==> config.mk <==
export PLATFORM = sky130hd
export DESIGN_NAME = spec_upd_top
export DESIGN_NICKNAME = d
export VERILOG_FILES = /design/src/rtl/spec_upd_pkg.sv /design/src/rtl/spec_upd_ctrl.sv /design/src/rtl/spec_upd_dp.sv /design/src/rtl/spec_upd_rx.sv /design/src/rtl/spec_upd_top.sv
export SDC_FILE = /design/constraint.sdc
export NUM_CORES = 1
export LEC_CHECK = 0
export ABC_AREA = 1
export BUFFER_PORTS_ARGS = -buffer_cell sky130_fd_sc_hd__buf_2
export CAP_MARGIN = 0
export CORE_ASPECT_RATIO = 1.75
export CORE_MARGIN = 2
export CORE_UTILIZATION = 30
export CTS_BUF_LIST = sky130_fd_sc_hd__clkbuf_2 sky130_fd_sc_hd__clkbuf_4 sky130_fd_sc_hd__clkbuf_8
export DETAILED_ROUTE_END_ITERATION = 6
export HOLD_SLACK_MARGIN = 0.15
export PLACE_DENSITY = 0.53
export SETUP_SLACK_MARGIN = 0.1
export SLEW_MARGIN = 20
export SYNTH_ARGS = -nofsm -noshare
export SYNTH_HDL_FRONTEND = slang
export SYNTH_SLANG_ARGS = --single-unit
==> constraint.sdc <==
create_clock -name clk -period 17.3 [get_ports clk]
set_clock_uncertainty 0.05 [all_clocks]
set_input_delay 2.595 -clock clk [delete_from_list [all_inputs] [get_ports clk]]
set_output_delay 2.595 -clock clk [all_outputs]
set_load 0.01 [all_outputs]
==> src/rtl/spec_upd_pkg.sv <==
package spec_upd_pkg;
  localparam logic KIND_INV = 1'b0;
  localparam logic KIND_UPD = 1'b1;

  localparam logic [1:0] CODE_NONE = 2'b00;
  localparam logic [1:0] CODE_ZERO = 2'b01;
  localparam logic [1:0] CODE_ONE  = 2'b10;
  localparam logic [1:0] CODE_ONES = 2'b11;

  typedef struct packed {
    logic invSend;  // emit invalidation for the current store
    logic push;     // queue a broadcast
    logic pop;      // send the oldest queued broadcast
  } upd_strobe_t;
endpackage

==> src/rtl/spec_upd_ctrl.sv <==
module spec_upd_ctrl
  import spec_upd_pkg::*;
#(
  parameter int WORDS  = 4,
  parameter int LINE_W = 2,
  parameter int THRESH = 5,
  parameter int DEPTH  = 2,
  localparam int WIDX_W = $clog2(WORDS),
  localparam int LINES  = 1 << LINE_W,
  localparam int CNT_W  = $clog2(THRESH + 1),
  localparam int PTR_W  = (DEPTH > 1) ? $clog2(DEPTH) : 1,
  localparam int OCC_W  = $clog2(DEPTH + 1)
) (
  input  logic              clk,
  input  logic              rstN,
  input  logic              stWrite,
  input  logic [LINE_W-1:0] stLine,
  input  logic [WIDX_W-1:0] stWord,
  input  logic              stShared,
  input  logic              evValid,
  input  logic [LINE_W-1:0] evLine,
  input  logic              snoopInv,
  input  logic [LINE_W-1:0] snoopLine,
  input  logic              updGrant,
  output upd_strobe_t       strb,
  output logic [PTR_W-1:0]  wrPtr,
  output logic [PTR_W-1:0]  rdPtr,
  output logic [WORDS-1:0]  pushMask
);
  logic [CNT_W-1:0] cnt  [LINES];
  logic [WORDS-1:0] mask [LINES];
  logic [OCC_W-1:0] occ;
  logic [LINES-1:0] clrVec;
  logic [CNT_W-1:0] nextCnt;
  logic storeHit, fire, drop;

  function automatic logic [PTR_W-1:0] bump(logic [PTR_W-1:0] p);
    return (p == PTR_W'(DEPTH - 1)) ? '0 : p + 1'b1;
  endfunction

  always_comb begin
    for (int i = 0; i < LINES; i++)
      clrVec[i] = (evValid && evLine == LINE_W'(i)) || (snoopInv && snoopLine == LINE_W'(i));
    storeHit     = stWrite && !clrVec[stLine];
    nextCnt      = cnt[stLine] + 1'b1;
    fire         = storeHit && (nextCnt == CNT_W'(THRESH));
    pushMask     = mask[stLine] | (WORDS'(1) << stWord);
    strb.invSend = stWrite && stShared;
    strb.push    = fire;
    strb.pop     = (occ != '0) && !strb.invSend && updGrant;
    drop         = fire && !strb.pop && (occ == OCC_W'(DEPTH));
  end

  for (genvar g = 0; g < LINES; g++) begin : gLine
    always_ff @(posedge clk) begin
      if (!rstN || clrVec[g]) begin
        cnt[g]  <= '0;
        mask[g] <= '0;
      end else if (storeHit && stLine == LINE_W'(g)) begin
        cnt[g]  <= fire ? '0 : nextCnt;
        mask[g] <= fire ? '0 : pushMask;
      end
    end
  end

  always_ff @(posedge clk) begin
    if (!rstN) begin
      occ   <= '0;
      wrPtr <= '0;
      rdPtr <= '0;
    end else begin
      if (strb.push) wrPtr <= bump(wrPtr);
      if (strb.pop || drop) rdPtr <= bump(rdPtr);
      if (strb.push && !strb.pop && !drop) occ <= occ + 1'b1;
      else if (!strb.push && strb.pop) occ <= occ - 1'b1;
    end
  end
endmodule

==> src/rtl/spec_upd_dp.sv <==
module spec_upd_dp
  import spec_upd_pkg::*;
#(
  parameter int W      = 32,
  parameter int WORDS  = 4,
  parameter int LINE_W = 2,
  parameter int DEPTH  = 2,
  localparam int WIDX_W = $clog2(WORDS),
  localparam int LINES  = 1 << LINE_W,
  localparam int PTR_W  = (DEPTH > 1) ? $clog2(DEPTH) : 1
) (
  input  logic                clk,
  input  logic                rstN,
  input  upd_strobe_t         strb,
  input  logic [PTR_W-1:0]    wrPtr,
  input  logic [PTR_W-1:0]    rdPtr,
  input  logic [WORDS-1:0]    pushMask,
  input  logic                stWrite,
  input  logic [LINE_W-1:0]   stLine,
  input  logic [WIDX_W-1:0]   stWord,
  input  logic [W-1:0]        stData,
  output logic                outValid,
  output logic                outKind,
  output logic [LINE_W-1:0]   outLine,
  output logic [WIDX_W-1:0]   outWord,
  output logic [1:0]          outCode,
  output logic [WORDS-1:0]    outMask,
  output logic [WORDS*W-1:0]  outData
);
  logic [W-1:0]       lineBuf [LINES][WORDS];
  logic [LINE_W-1:0]  qLine   [DEPTH];
  logic [WORDS-1:0]   qMask   [DEPTH];
  logic [WORDS*W-1:0] qData   [DEPTH];
  logic [WORDS*W-1:0] merged;

  function automatic logic [1:0] encVal(logic [W-1:0] v);
    if (v == '0)            return CODE_ZERO;
    else if (v == W'(1))    return CODE_ONE;
    else if (v == {W{1'b1}}) return CODE_ONES;
    else                    return CODE_NONE;
  endfunction

  always_comb
    for (int w = 0; w < WORDS; w++)
      merged[w*W +: W] = !pushMask[w] ? '0 :
                         (stWord == WIDX_W'(w)) ? stData : lineBuf[stLine][w];

  always_ff @(posedge clk) begin
    if (stWrite) lineBuf[stLine][stWord] <= stData;
    if (strb.push) begin
      qLine[wrPtr] <= stLine;
      qMask[wrPtr] <= pushMask;
      qData[wrPtr] <= merged;
    end
  end

  always_ff @(posedge clk) begin
    if (!rstN) begin
      outValid <= 1'b0;
      outKind  <= KIND_INV;
      outLine  <= '0;
      outWord  <= '0;
      outCode  <= CODE_NONE;
      outMask  <= '0;
      outData  <= '0;
    end else if (strb.invSend) begin
      outValid <= 1'b1;
      outKind  <= KIND_INV;
      outLine  <= stLine;
      outWord  <= stWord;
      outCode  <= encVal(stData);
      outMask  <= '0;
      outData  <= '0;
    end else if (strb.pop) begin
      outValid <= 1'b1;
      outKind  <= KIND_UPD;
      outLine  <= qLine[rdPtr];
      outWord  <= '0;
      outCode  <= CODE_NONE;
      outMask  <= qMask[rdPtr];
      outData  <= qData[rdPtr];
    end else begin
      outValid <= 1'b0;
    end
  end
endmodule

==> src/rtl/spec_upd_rx.sv <==
module spec_upd_rx
  import spec_upd_pkg::*;
#(
  parameter int W      = 32,
  parameter int WORDS  = 4,
  parameter int LINE_W = 2,
  localparam int WIDX_W = $clog2(WORDS)
) (
  input  logic               clk,
  input  logic               rstN,
  input  logic               inValid,
  input  logic               inKind,
  input  logic [LINE_W-1:0]  inLine,
  input  logic [WIDX_W-1:0]  inWord,
  input  logic [1:0]         inCode,
  input  logic [WORDS-1:0]   inMask,
  input  logic [WORDS*W-1:0] inData,
  input  logic               cacheHit,
  input  logic               cacheInvalid,
  output logic               cacheWrEn,
  output logic [LINE_W-1:0]  cacheWrLine,
  output logic [WORDS-1:0]   cacheWrMask,
  output logic [WORDS*W-1:0] cacheWrData
);
  logic [W-1:0]       decoded;
  logic               wrNow;
  logic [WORDS-1:0]   maskNow;
  logic [WORDS*W-1:0] dataNow;

  always_comb begin
    unique case (inCode)
      CODE_ONE:  decoded = W'(1);
      CODE_ONES: decoded = {W{1'b1}};
      default:   decoded = '0;
    endcase
    if (inKind == KIND_INV) begin
      wrNow   = inValid && cacheHit && (inCode != CODE_NONE);
      maskNow = WORDS'(1) << inWord;
    end else begin
      wrNow   = inValid && cacheHit && cacheInvalid;
      maskNow = inMask;
    end
    for (int w = 0; w < WORDS; w++)
      dataNow[w*W +: W] = !maskNow[w] ? '0 :
                          (inKind == KIND_INV) ? decoded : inData[w*W +: W];
  end

  always_ff @(posedge clk) begin
    if (!rstN) begin
      cacheWrEn   <= 1'b0;
      cacheWrLine <= '0;
      cacheWrMask <= '0;
      cacheWrData <= '0;
    end else begin
      cacheWrEn <= wrNow;
      if (wrNow) begin
        cacheWrLine <= inLine;
        cacheWrMask <= maskNow;
        cacheWrData <= dataNow;
      end
    end
  end
endmodule

==> src/rtl/spec_upd_top.sv <==
module spec_upd_top
  import spec_upd_pkg::*;
#(
  parameter int W      = 32,
  parameter int WORDS  = 4,
  parameter int LINE_W = 2,
  parameter int THRESH = 5,
  parameter int DEPTH  = 2,
  localparam int WIDX_W = $clog2(WORDS),
  localparam int PTR_W  = (DEPTH > 1) ? $clog2(DEPTH) : 1
) (
  input  logic               clk,
  input  logic               rstN,
  input  logic               stWrite,
  input  logic [LINE_W-1:0]  stLine,
  input  logic [WIDX_W-1:0]  stWord,
  input  logic [W-1:0]       stData,
  input  logic               stShared,
  input  logic               evValid,
  input  logic [LINE_W-1:0]  evLine,
  input  logic               updGrant,
  output logic               outValid,
  output logic               outKind,
  output logic [LINE_W-1:0]  outLine,
  output logic [WIDX_W-1:0]  outWord,
  output logic [1:0]         outCode,
  output logic [WORDS-1:0]   outMask,
  output logic [WORDS*W-1:0] outData,
  input  logic               inValid,
  input  logic               inKind,
  input  logic [LINE_W-1:0]  inLine,
  input  logic [WIDX_W-1:0]  inWord,
  input  logic [1:0]         inCode,
  input  logic [WORDS-1:0]   inMask,
  input  logic [WORDS*W-1:0] inData,
  output logic [LINE_W-1:0]  lookupLine,
  input  logic               cacheHit,
  input  logic               cacheInvalid,
  output logic               cacheWrEn,
  output logic [LINE_W-1:0]  cacheWrLine,
  output logic [WORDS-1:0]   cacheWrMask,
  output logic [WORDS*W-1:0] cacheWrData
);
  upd_strobe_t       strb;
  logic [PTR_W-1:0]  wrPtr, rdPtr;
  logic [WORDS-1:0]  pushMask;
  logic              snoopInv;

  assign snoopInv   = inValid && (inKind == KIND_INV);
  assign lookupLine = inLine;

  spec_upd_ctrl #(.WORDS(WORDS), .LINE_W(LINE_W), .THRESH(THRESH), .DEPTH(DEPTH)) uCtrl (
    .clk, .rstN, .stWrite, .stLine, .stWord, .stShared, .evValid, .evLine,
    .snoopInv, .snoopLine(inLine), .updGrant, .strb, .wrPtr, .rdPtr, .pushMask
  );

  spec_upd_dp #(.W(W), .WORDS(WORDS), .LINE_W(LINE_W), .DEPTH(DEPTH)) uDp (
    .clk, .rstN, .strb, .wrPtr, .rdPtr, .pushMask, .stWrite, .stLine, .stWord, .stData,
    .outValid, .outKind, .outLine, .outWord, .outCode, .outMask, .outData
  );

  spec_upd_rx #(.W(W), .WORDS(WORDS), .LINE_W(LINE_W)) uRx (
    .clk, .rstN, .inValid, .inKind, .inLine, .inWord, .inCode, .inMask, .inData,
    .cacheHit, .cacheInvalid, .cacheWrEn, .cacheWrLine, .cacheWrMask, .cacheWrData
  );
endmodule

Yosys cells after proc, flatten, opt, wreduce, memory -nomap -nowiden
Memories as Yosys holds them, arrays and structs flattened. A register that Yosys moved wholly into a read port is not among the register bits.
Index checks and enable logic that the tools add are counted.
{"block": "word_totals", "ff_bits": 147, "latchBits": 0, "ram_bits": 808, "rom_bits": 0, "in_bits": 186, "out_inout_bits": 277, "word_cells": 182, "n_memories": 6}
{"block": "classes", "addsub": 5, "mul": 0, "div": 0, "magnitude_cmp": 3, "eq_ne": 18, "shifts": 2, "n_mux": 73, "n_bitwise": 12, "n_reduce_logical": 51}
{"memory": "uDp.lineBuf", "words": 4, "width": 128, "read_ports": 1, "rd_clocked_by_memory_dff": 0, "wr": 1, "line": "spec_upd_dp.sv:30", "source": "logic [W-1:0] lineBuf [LINES][WORDS];"}
{"memory": "uDp.qData", "words": 2, "width": 128, "read_ports": 1, "rd_clocked_by_memory_dff": 1, "wr": 1, "line": "spec_upd_dp.sv:33", "source": "logic [WORDS*W-1:0] qData [DEPTH];"}
{"memory": "uCtrl.mask", "words": 4, "width": 4, "read_ports": 1, "rd_clocked_by_memory_dff": 0, "wr": 4, "line": "spec_upd_ctrl.sv:31", "source": "logic [WORDS-1:0] mask [LINES];"}
{"memory": "uCtrl.cnt", "words": 4, "width": 3, "read_ports": 1, "rd_clocked_by_memory_dff": 0, "wr": 4, "line": "spec_upd_ctrl.sv:30", "source": "logic [CNT_W-1:0] cnt [LINES];"}
{"memory": "uDp.qMask", "words": 2, "width": 4, "read_ports": 1, "rd_clocked_by_memory_dff": 1, "wr": 1, "line": "spec_upd_dp.sv:32", "source": "logic [WORDS-1:0] qMask [DEPTH];"}
{"memory": "uDp.qLine", "words": 2, "width": 2, "read_ports": 1, "rd_clocked_by_memory_dff": 1, "wr": 1, "line": "spec_upd_dp.sv:31", "source": "logic [LINE_W-1:0] qLine [DEPTH];"}
{"op": "32-bit two-way mux", "n": 17}
{"op": "128-bit two-way mux", "n": 1}
{"op": "32-bit demux with 2-bit select", "n": 1}
{"op": "32-bit one-hot mux with 2 select lines", "n": 1}
{"op": "32-bit by 1-bit == test with 1-bit output, second input constant", "n": 1}
{"op": "32-bit == test, second input constant", "n": 1}
{"op": "32-bit zero test", "n": 1}
{"op": "1-bit two-way mux", "n": 31}
{"op": "1-bit logical AND", "n": 26}
{"op": "4-bit two-way mux", "n": 6}
{"op": "2-bit == test, second input constant", "n": 11}
{"op": "2-bit two-way mux", "n": 10}
{"op": "3-bit two-way mux", "n": 5}
{"op": "1-bit logical OR", "n": 9}
{"op": "2-bit by 1-bit == test with 1-bit output, second input constant", "n": 4}
{"op": "2-bit zero test", "n": 4}
{"op": "1-bit OR", "n": 8}
{"op": "2-bit nonzero test", "n": 4}
{"op": "1-bit by 2-bit << shifter with 4-bit output, first input constant", "n": 2}
{"op": "1-bit zero test", "n": 6}
{"op": "4-bit OR", "n": 1}
{"op": "3-bit by 1-bit adder with 3-bit output, second input constant", "n": 1}
{"op": "3-bit == test, second input constant", "n": 1}
{"op": "3-bit >= comparator, second input constant", "n": 1}
{"op": "other kinds (9)", "n": 11}

Depth between registers and ports, before layout
{"block": "logic_depth", "word_depth": 14, "ltp_mapped": 19, "depth_no_buf": 18}

Cells and area by module
Synthesis repeated with hierarchy kept, for this count alone.
{"block": "unflattened", "cells_unflattened": 4109, "hier_area_um2": 43554.3}
{"mod": "spec_upd_dp", "instances": 1, "cells_each": 2642, "area_per_inst_um2": 34544.4, "seq_area_each_um2": 26225.2}
{"mod": "spec_upd_rx", "instances": 1, "cells_each": 1265, "area_per_inst_um2": 7243.2, "seq_area_each_um2": 2702.6}
{"mod": "spec_upd_ctrl", "instances": 1, "cells_each": 198, "area_per_inst_um2": 1741.7, "seq_area_each_um2": 920.9}
{"mod": "spec_upd_top", "instances": 1, "cells_each": 4, "area_per_inst_um2": 25.0, "seq_area_each_um2": 0.0}

Worst setup path after synthesis
Ideal clock, no wire load.
{"block": "synth_timing", "path_kind": "input -> register", "start": "in stLine[1]", "end": "mem uDp.qData[1][0] in the netlist's numbering (enable)", "setup_time_ns": 0.631, "arrival_time_ns": 9.929, "required_ns": 16.619, "path_slack_ns": 6.690, "stages": 14, "path_buffers": 3, "cell_sequence": "inv_1 > nor2_1 > buf_2 > buf_2 > a22o_1 > a221oi_1 > inv_1 > ha_1 > nand3_1 > nand2_1 > nor2_1 > nand2_1 > buf_4 > nor2_1"}
{"block": "synth_between", "elab_chain_len": 7, "elab_cells_between_ends": 10, "cone_classes": "1 x add/sub; 1 x eq/ne; 4 x mux; 3 x reduce/logical; 1 x memory"}
{"element": "start: declaration", "line": "spec_upd_top.sv:15", "source": "input logic [LINE_W-1:0] stLine,"}
{"element": "parallel branches: the longest is 4 deep, another holds memory 4 x 3 bit"}
{"element": "1-bit logical AND (*)", "line": "spec_upd_ctrl.sv:46", "source": "fire = storeHit && (nextCnt == CNT_W'(THRESH));"}
{"element": "1-bit two-way mux (*)", "line": "spec_upd_dp.sv:50", "source": "if (strb.push) begin"}
{"element": "1-bit two-way mux (implied by the code) (*)", "line": "spec_upd_dp.sv:53", "source": "qData[wrPtr] <= merged;"}
{"element": "end: declaration", "line": "spec_upd_dp.sv:33"}
Every way passes the cells marked *. The select of a mux whose other input is x is not followed.

Worst setup path in the final report
{"block": "layout_timing", "start": "in stLine[1]", "end": "mem uDp.qData[1][33] in the netlist's numbering (enable)"}
The elaborated chain is that of the path after synthesis.

==> results.txt <==
The synthesized area per cell is 13.1 um^2. The largest delay contributor family on the critical path was buffers and inverters. Measured along the y axis, the die boundary spans 494 um. Residual DRC count: 0. After detailed routing, the wire length on met1 is 46.8 mm.

The proportion of synthesized area in mux cells was 0.000243; the via count of the first global-routing pass was 27141. The logs give 81.1 mm for the detailed placer's ending HPWL and 0 for the post-cts gate resize count. In the final design database the tool counted 3780 nets. Hold repair after CTS inserted 0 buffers. In this run the worst hold path is classified as flip-flop to flip-flop.

For the synthesized net count, the log shows 3335. The post-synthesis share of cell area spent on xor and xnor gates is 0. Combinational family with the most area after synthesis: compound AO/OA/AOI/OAI gates. The horizontal extent of the die is 284 um, and the global placer's final weighted congestion is 0.835. After synthesis, the cell types taking the most area are sky130_fd_sc_hd__edfxtp_1, sky130_fd_sc_hd__dfxtp_1, sky130_fd_sc_hd__nand2_1. The fraction of registers with async set/reset is 0. The overall die area was 140000 um^2. The initial antenna violation count is 26. The pre-antenna-repair detailed-routing pass consisted of 6 iterations. The tools report the critical path launch point type as a primary input.

The tools report the H-tree level count as 4. The most used cell along the critical path was sky130_fd_sc_hd__nand2_1. Share of the cycle needed by the critical path after routing: 0.426. The synthesized design contains 808 enable-type register cells. The compound-cell area share of the yosys netlist came out at 0.169.

In this design, the stage delay of the slowest critical-path cell is 0.88 ns. Setup repair after global routing left no endpoint under its margin. The cell accounting for the most synthesized area is sky130_fd_sc_hd__edfxtp_1.

The critical path goes through buf_2, inv_1, nand2_1, inv_6, buf_4, a22o_1, a221oi_1, inv_1, ha_1, inv_1, nand2_1, nand2_1, nor2_1, nand2_1, nor2_4, buf_4. In this run, synthesis produced a sequential element count of 1088. In this run the top signal layer used is met5. Pin placement for this block handled 463 I/O pins. The area of the mapped netlist is 41100 um^2, and the count of input and output buffers is 462. Clock tree synthesis found a total of 1088 sinks. After detailed routing, the met2 layer carries 70.0 mm of wire. The relative slew slack came out at 0.275.

After layout, the worst setup slack is 9.93 ns. The buffering stage count on the worst path with inverters included came out at 7. The total track usage was 0.182; the detail-routed net length per standard cell was 23.8 um. The run gives 0 as the count of endpoints failing hold in the final timing report.

In the detailed route, the total length drawn on met3 is 9.20 mm. The proportion of layout cells with a drive suffix above 1 is 0.267. For the number of nets still failing antenna checks after routing, the log shows 0. The total overflow left after global routing is 0. The longest clock path from root to sink contains 3 buffers.

Max-slew violation count: 0. For the core footprint, the log shows 136000 um^2. In this run the post-CTS setup repair buffer count came out at 0.

Final critical path time including I/O delays and setup: 7.37 ns. TritonCTS built the clock tree. The slew at the pin with the worst max-slew slack was 1.09 ns. The number of warning messages in the yosys log is 0, and the count of different cell masters after synthesis is 43. The post-synthesis share of cell area spent on full adders, half adders and majority gates is 0.000609.

The flow ran to the end, and the final reports show no timing, DRC or antenna violations. The sequential share of the synthesized area was 0.726. The count of max-cap constraint violations came out at 0.

The first global-routing pass estimated 188 mm of wire. The tools report the wire length after detailed routing as 132 mm. Row generation in the floorplan step produced 179 rows. The area fraction in and, or, nand and nor cells after synthesis is 0.0747, and the final design utilization is 0.357. At the placement stage, the worst setup path has a slack of 9.17 ns.

For the total of endpoints with negative setup slack in the final report, the log shows 0. The tools report the sort of element at the end of the critical path as a flip-flop. For this run, the leading register cell type out of synthesis is sky130_fd_sc_hd__edfxtp_1. The post-CTS clock slew at the launch and capture registers of the worst setup and hold paths was 0.07 ns. Area growth from synthesis to layout: 18.1%. Category of the most critical setup path: primary input to flip-flop. In the final timing run, aggregate negative setup slack is 0 ns. Dividing total power by cell area gives a power density of 114 nW/um^2. For the worst-skew pair, the clock arrives at the later sink with an insertion delay of 0.84 ns. Largest fanout on the critical path: 70.

The critical path required time is 17.70 ns, and the total clock buffers created by CTS is 155. For this design the static power due to leakage is 0.0169 uW. The via-per-instance ratio was 5.01; the maximum frequency from static timing analysis was 0.136 GHz. Among all stages on the critical path, the largest delay is contributed by sky130_fd_sc_hd__buf_4. The largest net degree at the start of global routing was 188; the DRC marker count from the first detailed-route iteration was 1946. The proportion of netlist area held by the largest area contributor came out at 0.590.

The tools report the root buffer cell as sky130_fd_sc_hd__clkbuf_8. For the arrival time of data at the critical path endpoint, the log shows 7.77 ns. The tools report the initial standard-cell utilization of the core as 0.302. The tools report the via count as 27727. The worst-case IR drop observed on VDD is 0.0714 mV. The tools report the gate count of the mapped netlist as 3147.
-- worst reg2reg max path: cells and delay by family, from the launching register on --
| family | cells | cell delay [ns] |
|---|---|---|
| AOI/OAI and AO/OA | 2 | 0.60 |
| and+or+nand+nor | 5 | 1.28 |
| adders and majority gates | 1 | 0.21 |
| DFF | 1 | 0.38 |
| buffers and inverters | 2 | 0.94 |
-- synthesized netlist by cell type, types with 4 or more instances --
master and number:
sky130_fd_sc_hd__nor2_1 94, sky130_fd_sc_hd__o21ai_2 91, sky130_fd_sc_hd__nand4_1 11, sky130_fd_sc_hd__nor4_1 6, sky130_fd_sc_hd__edfxtp_1 808, sky130_fd_sc_hd__inv_1 40, sky130_fd_sc_hd__o21a_1 132, sky130_fd_sc_hd__a21oi_1 86
sky130_fd_sc_hd__o21ai_0 147, sky130_fd_sc_hd__a21oi_2 70, sky130_fd_sc_hd__a221oi_1 18, sky130_fd_sc_hd__a31oi_1 189, sky130_fd_sc_hd__buf_1 32, sky130_fd_sc_hd__buf_6 9, sky130_fd_sc_hd__a41oi_1 55, sky130_fd_sc_hd__nand2_1 638
sky130_fd_sc_hd__buf_2 44, sky130_fd_sc_hd__nand3_1 18, sky130_fd_sc_hd__a22oi_1 170, sky130_fd_sc_hd__buf_4 4, sky130_fd_sc_hd__o21ai_1 31, sky130_fd_sc_hd__clkbuf_1 139, sky130_fd_sc_hd__dfxtp_1 280, sky130_fd_sc_hd__inv_2 7
-- cell type report --
cell class | instances | area [um^2]
inverter | 49 | 211
timing repair buffer | 516 | 2760
sequential | 1088 | 29900
antenna | 7 | 17.5
multi-input combinational | 1782 | 10200
fill | 13265 | 87400
clock inverter | 55 | 419
tap | 1810 | 2260
clock buffer | 229 | 2780
-- layout by cell type, fill, tap and decap left out, drive strengths merged --
cell type,instances
diode,7
a41oi,55
a211oi,1
a22oi,170
nor3,5
inv,55
a22o,3
mux2i,1
a21oi,156
a31oi,189
nand2,640
nor4,6
ha,2
clkinv,40
o21a,132
o221ai,2
clkinvlp,5
bufinv,4
nand4,11
a32oi,1
nand3,18
o21ai,270
clkbuf,229
and2,1
edfxtp,808
o211ai,3
or2,1
nor2,97
dfxtp,280
buf,516
a221oi,18
-- report_power, final --
part	internal, uW	total [uW]	switching (uW)
combinational	131	492	361
sequential	2900	2940	37.4
clock	1100	2100	1000
-- stage by stage --
step | cells | power [uW] | cell area [um^2] | hold WS (ns)
after global routing | 5531 | 5740 | 48600 | 0.422
after floorplan | 3147 | 3260 | 41100 | 0.424
final | 5536 | 5530 | 48600 | 0.397
after global placement | 5244 | 3490 | 45300 | 0.387
after detailed placement | 5245 | 3500 | 45300 | 0.388
after CTS | 5529 | 5610 | 48500 | 0.400
-- sequential cells by signal, summed over array words and instances (netlist names), 4 cells and up, named ones only --
signal and cells:
uRx.cacheWrMask 4, uDp.lineBuf 512, uRx.cacheWrData 128, uDp.outMask 4
uDp.qMask 8, uCtrl.mask 16, uDp.qData 256, uDp.qLine 4
uCtrl.cnt 12, uDp.outData 128
-- metal layers --
metal  track usage  vias up
met5             0        -
li1              -    12677
met4        0.0793       34
met1         0.188    13733
met3        0.0494      262
met2         0.342     1021
-- worst paths after layout --
path	from	end	slack, ns	cells past startpoint
worst max-delay path	stLine[1]	uDp.qData[1][33]	9.93	16
worst min-delay path	uDp.outKind	uDp.outKind	0.40	2
worst max register to register	uCtrl.cnt[0][0]	uDp.qData[1][33]	13.34	10
worst min register to register	uDp.outKind	uDp.outKind	0.40	2
-- cell families (layout without fill, tap and decap cells) --
kind of cell	Yosys count	count (layout)
AOI/OAI and AO/OA	1000	1000
adders and majority gates	2	2
buffers and inverters	277	849
DFF	1088	1088
muxes	1	1
other	0	7
and+or+nand+nor	779	779
(Power assumes the default switching activity.)
